## config.mk

```make
export PLATFORM = sky130hd
export DESIGN_NAME = chsel_top
export DESIGN_NICKNAME = d
export VERILOG_FILES = /design/src/rtl/chsel_pkg.sv /design/src/rtl/chsel_rst_sync.sv /design/src/rtl/chsel_sync.sv /design/src/rtl/chsel_store.sv /design/src/rtl/chsel_bbm.sv /design/src/rtl/chsel_top.sv
export SDC_FILE = /design/constraint.sdc
export NUM_CORES = 1
export LEC_CHECK = 0
export BUFFER_PORTS_ARGS = -buffer_cell sky130_fd_sc_hd__buf_4
export CAP_MARGIN = 20
export CELL_PAD_IN_SITES_DETAIL_PLACEMENT = 0
export CELL_PAD_IN_SITES_GLOBAL_PLACEMENT = 1
export CORE_ASPECT_RATIO = 0.6
export CORE_MARGIN = 4
export CORE_UTILIZATION = 46
export DETAILED_ROUTE_END_ITERATION = 16
export PLACE_DENSITY = 0.88
export SETUP_SLACK_MARGIN = 0.5
export SLEW_MARGIN = 5
export SYNTH_ARGS = -nofsm -noshare
export SYNTH_HDL_FRONTEND = slang
export SYNTH_SLANG_ARGS = --single-unit
```

## constraint.sdc

```tcl
create_clock -name clk -period 1.7 [get_ports clk]
set_clock_uncertainty 0.05 [all_clocks]
set_input_delay 0.085 -clock clk [delete_from_list [all_inputs] [get_ports clk]]
set_output_delay 0.085 -clock clk [all_outputs]
set_load 0.01 [all_outputs]
```

## src/rtl/chsel_pkg.sv

```systemverilog
package chsel_pkg;
  localparam int SW_W = 8;
  typedef logic [SW_W-1:0] sw_vec_t;

  // one-hot select of a single switch
  function automatic sw_vec_t single_sel(input logic [2:0] a);
    sw_vec_t v;
    v = '0;
    v[a] = 1'b1;
    return v;
  endfunction

  // paired select: a-side at k, b-side at k+4
  function automatic sw_vec_t pair_sel(input logic [1:0] k);
    sw_vec_t v;
    v = '0;
    v[k] = 1'b1;
    v[{1'b1, k}] = 1'b1;
    return v;
  endfunction
endpackage

```

## src/rtl/chsel_rst_sync.sv

```systemverilog
module chsel_rst_sync #(
  parameter int STAGES = 2
) (
  input  logic clk,
  input  logic rst_n,
  output logic rst_o
);
  logic [STAGES-1:0] chain;

  always_ff @(posedge clk or negedge rst_n) begin
    if (!rst_n) chain <= '0;
    else        chain <= {chain[STAGES-2:0], 1'b1};
  end

  assign rst_o = chain[STAGES-1];
endmodule

```

## src/rtl/chsel_sync.sv

```systemverilog
module chsel_sync #(
  parameter int          W       = 5,
  parameter int          STAGES  = 2,
  parameter logic [W-1:0] RST_VAL = '0
) (
  input  logic         clk,
  input  logic         rst_n,
  input  logic [W-1:0] d,
  output logic [W-1:0] q
);
  logic [W-1:0] stg [STAGES];

  always_ff @(posedge clk or negedge rst_n) begin
    if (!rst_n) begin
      for (int i = 0; i < STAGES; i++) stg[i] <= RST_VAL;
    end else begin
      stg[0] <= d;
      for (int i = 1; i < STAGES; i++) stg[i] <= stg[i-1];
    end
  end

  assign q = stg[STAGES-1];
endmodule

```

## src/rtl/chsel_store.sv

```systemverilog
module chsel_store #(
  parameter int ADDR_W = 3
) (
  input  logic              clk,
  input  logic              rst_n,
  input  logic              wr_n,
  input  logic              en,
  input  logic [ADDR_W-1:0] addr,
  output logic              en_q,
  output logic [ADDR_W-1:0] addr_q
);
  // transparent while the strobe is low, holding while it is high
  always_ff @(posedge clk or negedge rst_n) begin
    if (!rst_n) begin
      en_q   <= 1'b0;
      addr_q <= '0;
    end else if (!wr_n) begin
      en_q   <= en;
      addr_q <= addr;
    end
  end
endmodule

```

## src/rtl/chsel_bbm.sv

```systemverilog
module chsel_bbm #(
  parameter int SW_W       = 8,
  parameter int GAP_CYCLES = 2
) (
  input  logic            clk,
  input  logic            rst_n,
  input  logic [SW_W-1:0] target,
  output logic [SW_W-1:0] sw_en
);
  localparam int CNT_W = $clog2(GAP_CYCLES) + 1;
  localparam logic [CNT_W-1:0] GAP_LOAD = CNT_W'(GAP_CYCLES - 1);

  logic [CNT_W-1:0] gap_cnt;
  logic             swap;

  // a move between two closed switches must pass through all-off
  assign swap = (sw_en != '0) && (target != '0) && (target != sw_en);

  always_ff @(posedge clk or negedge rst_n) begin
    if (!rst_n) begin
      sw_en   <= '0;
      gap_cnt <= '0;
    end else if (gap_cnt != '0) begin
      gap_cnt <= gap_cnt - 1'b1;
    end else if (swap) begin
      sw_en   <= '0;
      gap_cnt <= GAP_LOAD;
    end else begin
      sw_en   <= target;
    end
  end
endmodule

```

## src/rtl/chsel_top.sv

```systemverilog
module chsel_top #(
  parameter int DIFF        = 0,
  parameter int GAP_CYCLES  = 2,
  parameter int SYNC_STAGES = 2,
  parameter int ADDR_W      = (DIFF != 0) ? 2 : 3
) (
  input  logic              clk,
  input  logic              rst_n,
  input  logic              wr_n,
  input  logic              en,
  input  logic [ADDR_W-1:0] addr,
  output logic [7:0]        sw_en
);
  import chsel_pkg::*;

  localparam int IN_W = ADDR_W + 2;
  localparam logic [IN_W-1:0] IN_IDLE = {1'b1, {(IN_W-1){1'b0}}};

  logic              rst_i;
  logic [IN_W-1:0]   in_s;
  logic              wr_s;
  logic              en_s;
  logic [ADDR_W-1:0] addr_s;
  logic              en_q;
  logic [ADDR_W-1:0] addr_q;
  sw_vec_t           target;

  chsel_rst_sync #(.STAGES(SYNC_STAGES)) u_rst (
    .clk(clk), .rst_n(rst_n), .rst_o(rst_i)
  );

  chsel_sync #(.W(IN_W), .STAGES(SYNC_STAGES), .RST_VAL(IN_IDLE)) u_in_sync (
    .clk(clk), .rst_n(rst_i), .d({wr_n, en, addr}), .q(in_s)
  );

  assign {wr_s, en_s, addr_s} = in_s;

  chsel_store #(.ADDR_W(ADDR_W)) u_store (
    .clk(clk), .rst_n(rst_i), .wr_n(wr_s), .en(en_s), .addr(addr_s),
    .en_q(en_q), .addr_q(addr_q)
  );

  generate
    if (DIFF != 0) begin : g_pair
      always_comb target = en_q ? pair_sel(addr_q[1:0]) : '0;
    end else begin : g_single
      always_comb target = en_q ? single_sel(addr_q[2:0]) : '0;
    end
  endgenerate

  chsel_bbm #(.SW_W(SW_W), .GAP_CYCLES(GAP_CYCLES)) u_bbm (
    .clk(clk), .rst_n(rst_i), .target(target), .sw_en(sw_en)
  );
endmodule

```

After elaboration in Yosys (flattened, before gate mapping) --
Cells that the tools add are included.
Cells by class: reduce and logical (&&, ||, !) cells 7, multipliers 0, bitwise gates (word level) 0, mux-type cells 6, divide/modulo/power cells 0, $add $sub $neg 1, equality and inequality tests 1, shift operators 0, $lt $le $gt $ge 2
Operators by type and width (count):
- 8-bit two-way mux | 2
- 8-bit nonzero test | 2
- 8-bit != test | 1
- 3-bit by 4-bit < comparator with 1-bit output, second input constant | 1
- 2-bit two-way mux | 2
- 2-bit nonzero test | 2
- 1-bit demux with 3-bit select | 1
- 3-bit by 1-bit >= comparator with 1-bit output, second input constant | 1
- 1-bit logical AND | 3
- 2-bit by 1-bit subtractor with 2-bit output, second input constant | 1
- 1-bit two-way mux | 1
Storage, ports and cells: register bits 26, bits in latches 0, logic and storage cells 24, bits in read-only memories 0, memory bits (writable) 0, bits of input ports 7, memories kept 0, output and inout bits 8

Logic depth before layout (Yosys ltp) --
Gate-level depths: netlist (run 1).
depth after elaboration 10, depth in mapped cells 6, depth with buffers taken out 5

Modules after synthesis --
From an unflattened synthesis (run 1), not the netlist that was laid out.
Second synthesis, totals: cell total of the unflattened synthesis 82, area, all modules 1113.6 µm²
By module, submodules not included:
- chsel_bbm | area each 528.0 µm², cells an instance 48, sequential area each 250.2 µm², times used 1
- chsel_sync | area each 290.3 µm², cells an instance 15, sequential area each 252.7 µm², times used 1
- chsel_store | area each 145.1 µm², cells an instance 8, sequential area each 100.1 µm², times used 1
- chsel_top | area each 96.3 µm², cells an instance 8, sequential area each 0.0 µm², times used 1
- chsel_rst_sync | area each 53.8 µm², cells an instance 3, sequential area each 50.0 µm², times used 1

Least setup slack after synthesis (run 1) --
OpenSTA, ideal clock, no wires.
path type register to register, start point register u_store.addr_q[2], end point register u_bbm.gap_cnt[0], arrival time 1.433 ns, setup slack 0.098 ns, cell stages (with the launch flop) 6, setup time 0.119 ns, required time 1.531 ns, cell sequence dfrtp_1 > and3b_1 > or3_1 > a32oi_1 > a21oi_2 > o21ba_1
Between the ends: longest elaborated chain between the ends 9, elaborated cells between the ends (all ways) 11, those cells by class order compare: 2; eq/ne: 1; mux: 3; reduce/logical: 5
RTL lines:
- start, declared | line chsel_store.sv:10 | output logic [ADDR_W-1:0] addr_q
- start signal, assigned | line chsel_store.sv:19 | addr_q <= addr;
- 3-bit by 4-bit < comparator with 1-bit output (not written as such) or 3-bit by 1-bit >= comparator with 1-bit output (tied branches) | line chsel_pkg.sv:9 | v[a] = 1'b1;
- 1-bit logical AND (not written as such) | line chsel_pkg.sv:9
- 1-bit two-way mux (not written as such) | line chsel_pkg.sv:9
- 1-bit demux with 3-bit select * | line chsel_pkg.sv:9
- 8-bit two-way mux * | line chsel_top.sv:47 | always_comb target = en_q ? single_sel(addr_q[2:0]) : '0;
- 8-bit nonzero test | line chsel_bbm.sv:17 | assign swap = (sw_en != '0) && (target != '0) && (target != sw_en);
- 1-bit logical AND | line chsel_bbm.sv:17
- 1-bit logical AND * | line chsel_bbm.sv:17
- 2-bit nonzero test (no source line) *
- end signal, assigned | line chsel_bbm.sv:24 | gap_cnt <= gap_cnt - 1'b1;
- end, declared | line chsel_bbm.sv:13 | logic [CNT_W-1:0] gap_cnt;
Every way passes the cells marked *; elsewhere a longest branch is shown, timed or not. A chain may end at the register's enable or synchronous reset.

Final worst setup path (run 1) --
Same ends and word-level chain as after synthesis.

==> impl_metrics.env, run 1 <==
export IMPL_path_clk_slew_ps=80
export IMPL_cts_htree_levels=1
export IMPL_row_count=13
export IMPL_grt_setup_unrepaired="true"
export IMPL_place_detailed_instances=149
export IMPL_final_total_power_mw=1.56
export IMPL_wl_per_cell_um=15.3
export IMPL_cts_sinks=26
export IMPL_setup_viol_count_final=0
export IMPL_maxCapViolCount=0
export IMPL_final_max_slew_viol_count=0
export IMPL_initial_core_util_pct=49.3
export IMPL_leakagePower_nw=0.665
export IMPL_whs_ps=61.6
export IMPL_power_density_nw_per_um2=1040
export IMPL_worst_endpoint_arrival_ps=1800
export IMPL_synth_warnings=0
export IMPL_clk_latency_worst_skew_pair_ps=270
export IMPL_clock_tree_root_cell="clkbuf_8"
export IMPL_element_type_at_the_critical_path_end="flop"
export IMPL_port_buffers=14
export IMPL_grt_util_all_layers_pct=17.8
export IMPL_detail_route_first_pass_iterations=4
export IMPL_syn_nets=104
export IMPL_area_growth_syn_to_layout_pct=37.5
export IMPL_post_synth_top_area_cell="dfrtp_1"
export IMPL_placement_setup_worst_slack_ps=-18.4
export IMPL_floorplan_core_area_sq_um=2200
export IMPL_fraction_of_the_mapped_netlist_area_in_adder_cells_pct=0
export IMPL_nNetsFinal=137
export IMPL_yosys_area_share_simple_pct=21.6
export IMPL_die_w_um=70.7
export IMPL_cts_path_max_buffers=2
export IMPL_setup_ws_ps=19.5
export IMPL_vias_in_the_first_global_route=907
export IMPL_irDropWorstVdd_mv=0.699
export IMPL_routed_wirelength_mm=2.44
export IMPL_drive_above_1_share_pct=36.4
export IMPL_dp_final_hpwl_mm=1.68
export IMPL_synth_cell_types=34
export IMPL_yosys_area_top_type_share_pct=55.4
export IMPL_worst_setup_path_startpoint="u_store.addr_q[2]"
export IMPL_critPathRequiredTime_ps=1820
export IMPL_ys_ff_latch=26
export IMPL_cp_start_kind="flop"
export IMPL_ys_flop_type="dfrtp_1"
export IMPL_diodes=0
export IMPL_gr_usage_met3_pct=5.29
export IMPL_period_needed_ps=1680
export IMPL_timing_final_hold_violations=0
export IMPL_post_route_cell_area_sq_um=1490
export IMPL_async_reset_ff_share_pct=100
export IMPL_totalNegativeSetupSlack_ps=0
export IMPL_synth_seq_area_share_pct=60.3
export IMPL_post_drt_antenna_nets=0
export IMPL_grt_util_met2_pct=29.9
export IMPL_capture_point_of_the_worst_reg_to_reg_path="u_bbm.gap_cnt[0]"
export IMPL_grt_ovfl_total=0
export IMPL_outcome="completed"
export IMPL_synth_avg_cell_area_sq_um=11.2
export IMPL_die_y_extent_um=45.6
export IMPL_global_route_usage_met1_pct=21.4
export IMPL_synth_compound_gate_area_share_pct=10.4
export IMPL_setup_reg_to_reg_worst_slack_ps=20
export IMPL_drt_iter0_markers=48
export IMPL_worst_r2r_startpoint="u_store.addr_q[2]"
export IMPL_globalplace_congestion=0.794
export IMPL_vias_per_cell=5.48
export IMPL_maximum_number_of_pins_on_one_net_before_global_route_repair=18
export IMPL_dr_total_vias=872
export IMPL_grt_busiest_layer="met2"
export IMPL_post_route_drc_count=0
export IMPL_wire_length_of_the_first_global_routing_pass_mm=4.25
export IMPL_timing_setup_critical_path_class="reg -> reg"
export IMPL_hold_removal_path_class="in -> async"
export IMPL_synthXorXnorAreaFrac_pct=0.808
export IMPL_multiInputGateArea_sq_um=468
export IMPL_muxShareOfSynthArea_pct=4.16
export IMPL_post_synth_inst_count=97
export IMPL_ioPinCount=15
export IMPL_synth_edff_count=0
export IMPL_cts_tree="yes"
export IMPL_post_route_util_pct=67.9
export IMPL_ys_top_cells_by_area="dfrtp_1, dfstp_2, mux2_2"
export IMPL_tritoncts_num_buffers=3
export IMPL_fillerInstances=175
export IMPL_rr_worst_depth=5
export IMPL_mappedNetlistArea_sq_um=1080
export IMPL_placedInstanceArea_sq_um=1310
export IMPL_instances_no_fill=159
export IMPL_area_sequential_sq_um=654
export IMPL_crit_path_max_fanout=9
export IMPL_synth_top_family_by_area="simple AND/OR/NAND/NOR gates"
export IMPL_grt_antenna_before_repair=0
export IMPL_fin_crit_sh_pct=98.9
export IMPL_highest_clock_rate_mhz=595
export IMPL_die_area_sq_um=3220
[metal layers]
layer  part of all wire, %  vias up
met2                    49       32
li1                      -      411
met1                    42      422
met5                     0        -
met3                   7.2        7
met4                   2.2        0
[where the power goes]
group	total [mW]	switching [mW]	internal (mW)	leakage (nW)
Clock	0.499	0.184	0.315	0.0357
Combinational	0.335	0.170	0.165	0.309
Sequential	0.723	0.0573	0.666	0.321
Total	1.56	0.411	1.15	0.665
[how the worst max path moves through the flow]
stage                            end  slack (ps)
global route        u_bbm.gap_cnt[0]         -60
finish              u_bbm.gap_cnt[0]          20
detailed placement    u_bbm.sw_en[1]         -20
global placement      u_bbm.sw_en[1]           2
CTS                 u_bbm.gap_cnt[0]          30
floorplan           u_bbm.gap_cnt[0]         120
[kinds of logic (layout without fill, tap and decap cells)]
logic type | Yosys count | after routing
flip-flops | 26 | 26
other | 1 | 1
buffers and inverters | 5 | 37
XOR/XNOR | 1 | 1
AND/OR/NAND/NOR | 42 | 42
AO/OA/AOI/OAI | 18 | 18
multiplexers | 4 | 4
[state kept, by name, summed over array words and instances, names as in the netlist]
signal and flops:
u_bbm.gap_cnt 2, u_store.addr_q 3, u_rst.chain 2, u_in_sync.q 5, u_bbm.sw_en 8, u_store.en_q 1, u_in_sync.stg 5
[worst max-delay path: stages (launching register included)]
cell     delay (ps)
dfrtp_1         440
and3b_1         200
or3_1           330
a32oi_2         230
a21oi_4         130
o21ba_1         200
[final cells by class]
type,instances,area share (%)
clock buffer,3,2.77
clock inverter,1,2.02
inverter,1,0.252
multi-input combinational,66,31.4
sequential,26,43.9
tap,30,2.52
timing repair buffer,32,17.1
[placed cells by master, fill, tap and decap left out, types with 2 or more instances in the layout]
cell / netlist / routed
o21ai_1: 8 / 9
nand2_1: 9 / 9
dlygate4sd3_1: 0 / 6
mux2_2: 4 / 4
nor4bb_1: 2 / 2
clkbuf_8: 0 / 3
nand4b_1: 2 / 2
dfstp_2: 2 / 2
nor2b_1: 3 / 2
nand4_1: 2 / 2
nand3_1: 8 / 8
nor2_1: 7 / 7
dfrtp_1: 24 / 23
buf_4: 2 / 26
[cells in the mapped netlist, drive strengths merged (2+ instances only)]
| master | number |
|---|---|
| nor2 | 7 |
| dfrtp | 24 |
| mux2 | 4 |
| nand3 | 8 |
| nand4b | 2 |
| nor4bb | 2 |
| nand2 | 9 |
| buf | 3 |
| dfstp | 2 |
| o21ai | 11 |
| nor2b | 3 |
| nand4 | 2 |
[repair_timing]
action,4_1_cts,5_1_grt
endpoints found under the setup margin,9,9
resized for setup,4,6
buffers inserted,0,0
hold endpoints to repair,7,0
pin swaps,1,1
hold buffers,6,0
(Power assumes the default switching activity.)
==> run 2, diff against run 1 <==
==> constraint.sdc (replaced) <==
create_clock -name clk -period 1.7 [get_ports clk]
set_clock_uncertainty 0.05 [all_clocks]
set_input_delay 0.085 -clock clk [delete_from_list [all_inputs] [get_ports clk]]
set_output_delay 0.085 -clock clk [all_outputs]
set_load 0.1 [all_outputs]
==> run 2 against run 1 <==
Effect of this change:
- critical path type unchanged
- critical path depth stayed put
- first-iteration DRC count is 46% higher
- the flow now finishes with violations (negative setup slack)
- non-clock buffer count is 2 higher
==> impl_metrics.env, run 2 (synthesis gave the netlist of run 1 again) <==
export IMPL_outcome="finished, violations left"
export IMPL_violations="negative setup slack"
export IMPL_row_count=13
export IMPL_cp_top_family="compound AO/OA/AOI/OAI gates"
export IMPL_die_w_um=70.7
export IMPL_timing_critical_path_slowest_stage_cell="dfrtp_2"
export IMPL_grt_ovfl_total=0
export IMPL_totalNegativeSetupSlack_ps=-58.3
export IMPL_port_buffers=14
export IMPL_setup_viol_count_final=1
export IMPL_whs_ps=76.7
export IMPL_period_needed_ps=1760
export IMPL_maximum_number_of_pins_on_one_net_before_global_route_repair=25
export IMPL_post_route_util_pct=72.5
export IMPL_leakagePower_nw=0.667
export IMPL_power_density_nw_per_um2=1100
export IMPL_post_drt_antenna_nets=0
export IMPL_element_type_at_the_critical_path_end="flop"
export IMPL_globalplace_congestion=0.857
export IMPL_tritoncts_num_buffers=3
export IMPL_instances_no_fill=162
export IMPL_grt_antenna_before_repair=0
export IMPL_wl_per_cell_um=15.7
export IMPL_placedInstanceArea_sq_um=1320
export IMPL_placement_setup_worst_slack_ps=-84.2
export IMPL_vias_per_cell=5.54
export IMPL_irDropWorstVdd_mv=0.703
export IMPL_worst_setup_path_startpoint="u_store.addr_q[2]"
export IMPL_vias_in_the_first_global_route=859
export IMPL_setup_ws_ps=-58.3
export IMPL_cts_htree_levels=1
export IMPL_place_detailed_instances=148
export IMPL_die_area_sq_um=3220
export IMPL_worst_setup_path_endpoint="u_bbm.gap_cnt[0]"
export IMPL_max_stage_delay_ps=430
export IMPL_worst_endpoint_arrival_ps=1870
export IMPL_floorplan_core_area_sq_um=2200
export IMPL_commonest_cells_after_routing_fill_and_taps_aside="buf_4, dfrtp_1, nand2_1, nand3_1"
export IMPL_worst_r2r_startpoint="u_store.addr_q[2]"
export IMPL_fin_crit_sh_pct=103
export IMPL_post_route_cell_area_sq_um=1590
export IMPL_crit_path_max_fanout=5
export IMPL_final_max_slew_viol_count=0
export IMPL_detail_route_first_pass_iterations=4
export IMPL_cts_path_max_buffers=2
export IMPL_clk_latency_worst_skew_pair_ps=270
export IMPL_depth_of_the_critical_timing_path_with_buffers_and_inverters_included=5
export IMPL_drive_above_1_share_pct=47.7
export IMPL_routed_wirelength_mm=2.54
export IMPL_largest_register="u_bbm.sw_en"
export IMPL_nNetsFinal=140
export IMPL_dp_final_hpwl_mm=1.57
export IMPL_dr_total_vias=897
export IMPL_timing_setup_critical_path_class="reg -> reg"
export IMPL_cp_start_kind="flop"
export IMPL_critPathRequiredTime_ps=1810
export IMPL_post_route_drc_count=0
export IMPL_highest_clock_rate_mhz=569
export IMPL_path_clk_slew_ps=90
export IMPL_final_total_power_mw=1.75
export IMPL_cts_tree="yes"
export IMPL_die_y_extent_um=45.6
export IMPL_drt_iter0_markers=70
export IMPL_timing_final_hold_violations=0
export IMPL_grt_setup_unrepaired="true"
export IMPL_setup_reg_to_reg_worst_slack_ps=-60
export IMPL_wire_length_of_the_first_global_routing_pass_mm=4.27
export IMPL_critical_path_cell_chain="and3b_2 -> or3_1 -> a32oi_4 -> a21oi_4 -> o21ba_1"
export IMPL_grt_util_all_layers_pct=17.8
export IMPL_maxCapViolCount=0
export IMPL_capture_point_of_the_worst_reg_to_reg_path="u_bbm.gap_cnt[0]"
export IMPL_final_common_cell="buf_4"
export IMPL_area_growth_syn_to_layout_pct=46.9
export IMPL_diodes=0
export IMPL_ioPinCount=15
export IMPL_critPathBufInv=0
export IMPL_fillerInstances=147
export IMPL_clock_tree_root_cell="clkbuf_8"
export IMPL_cts_sinks=26
export IMPL_largest_reg_flops=8
export IMPL_rr_worst_depth=5
export IMPL_initial_core_util_pct=49.3
export IMPL_hold_removal_path_class="in -> async"
==> run 2: cell types whose count changed in the layout (fill, tap and decap cells not counted), sizes merged <==
| cell | change |
|---|---|
| a21oi | +1 |
| buf | +2 |
==> run 2: worst reg2reg max path, cell delays in order (launching register included) <==
cell and delay (ps):
dfrtp_2 430, and3b_2 230, or3_1 350, a32oi_4 270, a21oi_4 130, o21ba_1 200
==> run 2: final cells by class <==
| cell class | instances | area, sq um | share of cell area (%) |
|---|---|---|---|
| sequential | 26 | 678 | 42.6 |
| clock buffer | 3 | 41.3 | 2.59 |
| multi-input combinational | 67 | 523 | 32.9 |
| clock inverter | 1 | 30.0 | 1.89 |
| inverter | 1 | 3.75 | 0.236 |
| tap | 30 | 37.5 | 2.36 |
| timing repair buffer | 34 | 278 | 17.5 |
==> run 2: metal layers <==
layer  track usage (%)  vias up  routed length (um)
met2              28.1       33                1200
met4              3.37        0                  35
li1                  -      420                   -
met3              5.07        6                 157
met5                 0        -                   0
met1              25.2      438                1140
==> run 2: how the worst min path moves through the flow <==
| stage | start | cells past startpoint | endpoint |
|---|---|---|---|
| 3_3_place_gp | rst_n | 1 | u_rst.chain[1] |
| 2_1_floorplan | rst_n | 0 | u_rst.chain[0] |
| 6_report | rst_n | 2 | u_rst.chain[0] |
| 3_5_place_dp | rst_n | 1 | u_rst.chain[0] |
| 4_1_cts | rst_n | 2 | u_rst.chain[0] |
| 5_1_grt | rst_n | 2 | u_rst.chain[0] |
==> run 2: repair_timing <==
action | 4_1_cts | 5_1_grt
cloned | 1 | 0
endpoints found under the hold margin | 7 | 0
pin swaps | 10 | 9
gates resized for setup | 7 | 16
hold buffers | 6 | 0
buffers inserted | 3 | 0
setup endpoints to repair | 9 | 9
==> run 2: power breakdown <==
part / switching [mW] / internal (mW) / total [mW]
clock: 0.191 / 0.315 / 0.506
sequential: 0.0532 / 0.674 / 0.728
combinational: 0.322 / 0.191 / 0.513
==> run 3, diff against run 2 <==
--- a/config.mk
+++ b/config.mk
@@ -11,9 +11,9 @@
 export CELL_PAD_IN_SITES_GLOBAL_PLACEMENT = 1
 export CORE_ASPECT_RATIO = 0.6
 export CORE_MARGIN = 4
-export CORE_UTILIZATION = 46
+export CORE_UTILIZATION = 43
 export DETAILED_ROUTE_END_ITERATION = 16
-export PLACE_DENSITY = 0.88
+export PLACE_DENSITY = 0.84
 export SETUP_SLACK_MARGIN = 0.5
 export SLEW_MARGIN = 5
 export SYNTH_ARGS = -nofsm -noshare
==> constraint.sdc (replaced) <==
create_clock -name clk -period 1.9 [get_ports clk]
set_clock_uncertainty 0.05 [all_clocks]
set_input_delay 0.095 -clock clk [delete_from_list [all_inputs] [get_ports clk]]
set_output_delay 0.095 -clock clk [all_outputs]
set_load 0.1 [all_outputs]
==> run 3 against run 2 <==
Effect of this change:
- the flow now finishes without violations
- count of clock-buffer cells in the layout stayed put
- non-clock buffer count up 5
- global-route usage is 1.7 points lower
- via count is 1.1% higher
- cell count increased by 3.1%
- die area up 6.0%
- worst setup slack gained 180 ps
- first-iteration DRC count fell by 53%
- critical path type unchanged
- largest power group unchanged
- highest routed layer unchanged
==> impl_metrics.env, run 3 (synthesis gave the netlist of run 1 again) <==
export IMPL_period_needed_ps=1780
export IMPL_vias_in_the_first_global_route=832
export IMPL_cp_start_kind="flop"
export IMPL_diodes=0
export IMPL_totalNegativeSetupSlack_ps=0
export IMPL_cts_path_max_buffers=2
export IMPL_largest_register="u_bbm.sw_en"
export IMPL_cts_htree_levels=1
export IMPL_drt_iter0_markers=33
export IMPL_hold_removal_path_class="in -> async"
export IMPL_globalplace_congestion=0.787
export IMPL_row_count=13
export IMPL_grt_antenna_before_repair=0
export IMPL_final_total_power_mw=1.60
export IMPL_placement_setup_worst_slack_ps=65.0
export IMPL_clk_latency_worst_skew_pair_ps=260
export IMPL_dr_total_vias=907
export IMPL_routed_wirelength_mm=2.56
export IMPL_maximum_number_of_pins_on_one_net_before_global_route_repair=25
export IMPL_outcome="completed"
export IMPL_die_w_um=72.8
export IMPL_irDropWorstVdd_mv=0.698
export IMPL_final_max_slew_viol_count=0
export IMPL_die_area_sq_um=3410
export IMPL_crit_path_max_fanout=7
export IMPL_fin_crit_sh_pct=93.6
export IMPL_power_density_nw_per_um2=982
export IMPL_path_clk_slew_ps=80
export IMPL_final_common_cell="buf_4"
export IMPL_floorplan_core_area_sq_um=2280
export IMPL_grt_setup_unrepaired="true"
export IMPL_setup_viol_count_final=0
export IMPL_worst_endpoint_arrival_ps=1890
export IMPL_timing_final_hold_violations=0
export IMPL_leakagePower_nw=0.700
export IMPL_grt_util_all_layers_pct=16.2
export IMPL_cts_sinks=26
export IMPL_vias_per_cell=5.43
export IMPL_largest_reg_flops=8
export IMPL_die_y_extent_um=46.9
export IMPL_cts_tree="yes"
export IMPL_post_drt_antenna_nets=0
export IMPL_port_buffers=14
export IMPL_initial_core_util_pct=47.6
export IMPL_setup_ws_ps=121
export IMPL_nNetsFinal=145
export IMPL_wire_length_of_the_first_global_routing_pass_mm=3.99
export IMPL_maxCapViolCount=0
export IMPL_critPathRequiredTime_ps=2010
export IMPL_commonest_cells_after_routing_fill_and_taps_aside="buf_4, dfrtp_1, o21ai_1, nand2_1, nand3_1"
export IMPL_timing_setup_critical_path_class="reg -> reg"
export IMPL_detail_route_first_pass_iterations=4
export IMPL_drive_above_1_share_pct=50.4
export IMPL_dp_final_hpwl_mm=1.53
export IMPL_highest_clock_rate_mhz=562
export IMPL_area_growth_syn_to_layout_pct=50.5
export IMPL_ioPinCount=15
export IMPL_clock_tree_root_cell="clkbuf_8"
export IMPL_wl_per_cell_um=15.3
export IMPL_tritoncts_num_buffers=3
export IMPL_grt_ovfl_total=0
export IMPL_post_route_drc_count=0
export IMPL_element_type_at_the_critical_path_end="flop"
export IMPL_post_route_util_pct=71.6
[run 3: metal layers]
metal / track usage (%) / vias up / share of wire [%]
met5: 0 / - / 0
met4: 5.15 / 0 / 1.5
met3: 4.49 / 8 / 6.6
met2: 25.4 / 32 / 48
met1: 22.1 / 438 / 43
li1: - / 429 / -
[run 3: worst max-delay path, stage by stage, from the launching register on]
cell and delay [ps]:
dfrtp_2 480, buf_6 140, nor4bb_2 270, o21ai_1 150, a22oi_2 170, buf_6 140, a21oi_4 80, o21ba_1 170
[run 3: timing repair]
item | CTS | global route
gates resized for setup | 8 | 22
endpoints found under the setup margin | 9 | 9
gates cloned | 1 | 0
pin swaps | 9 | 13
hold buffers | 6 | 0
hold endpoints to repair | 7 | 0
buffers inserted | 5 | 8
[run 3: final timing paths]
kind	to	cells after the start	slack, ps	startpoint
worst max-delay path	u_bbm.gap_cnt[0]	7	120	u_store.addr_q[1]
max in group asynchronous	u_in_sync.stg[9]	1	1340	u_rst.chain[1]
min in group clk	u_in_sync.q[0]	0	300	u_in_sync.stg[5]
worst min register to register	u_bbm.gap_cnt[1]	1	170	u_rst.chain[1]
worst min-delay path	u_rst.chain[1]	2	90	rst_n
worst max register to register	u_bbm.gap_cnt[0]	7	120	u_store.addr_q[1]
[run 3: per-stage QoR]
| step | cells | area [sq um] | hold slack [ps] |
|---|---|---|---|
| finish | 167 | 1630 | 94.5 |
| global route | 167 | 1630 | 76.1 |
| detailed placement | 143 | 1280 | -168 |
| floorplan | 97 | 1110 | -251 |
| global placement | 143 | 1280 | -172 |
| CTS | 159 | 1480 | 83.8 |
[run 3: power breakdown]
part	internal [mW]	switching [mW]	leakage, nW	total [mW]
clock network	0.282	0.164	0.0357	0.446
registers	0.604	0.0466	0.305	0.651
logic	0.208	0.298	0.359	0.505
[run 3: cell type report]
cell class                      count  area [sq um]
Multi-Input combinational cell     67           508
Sequential cell                    26           679
Timing Repair Buffer               39           330
Inverter                            1          3.75
Fill cell                         158           647
Clock buffer                        3          41.3
Clock inverter                      1          30.0
Tap cell                           30          37.5
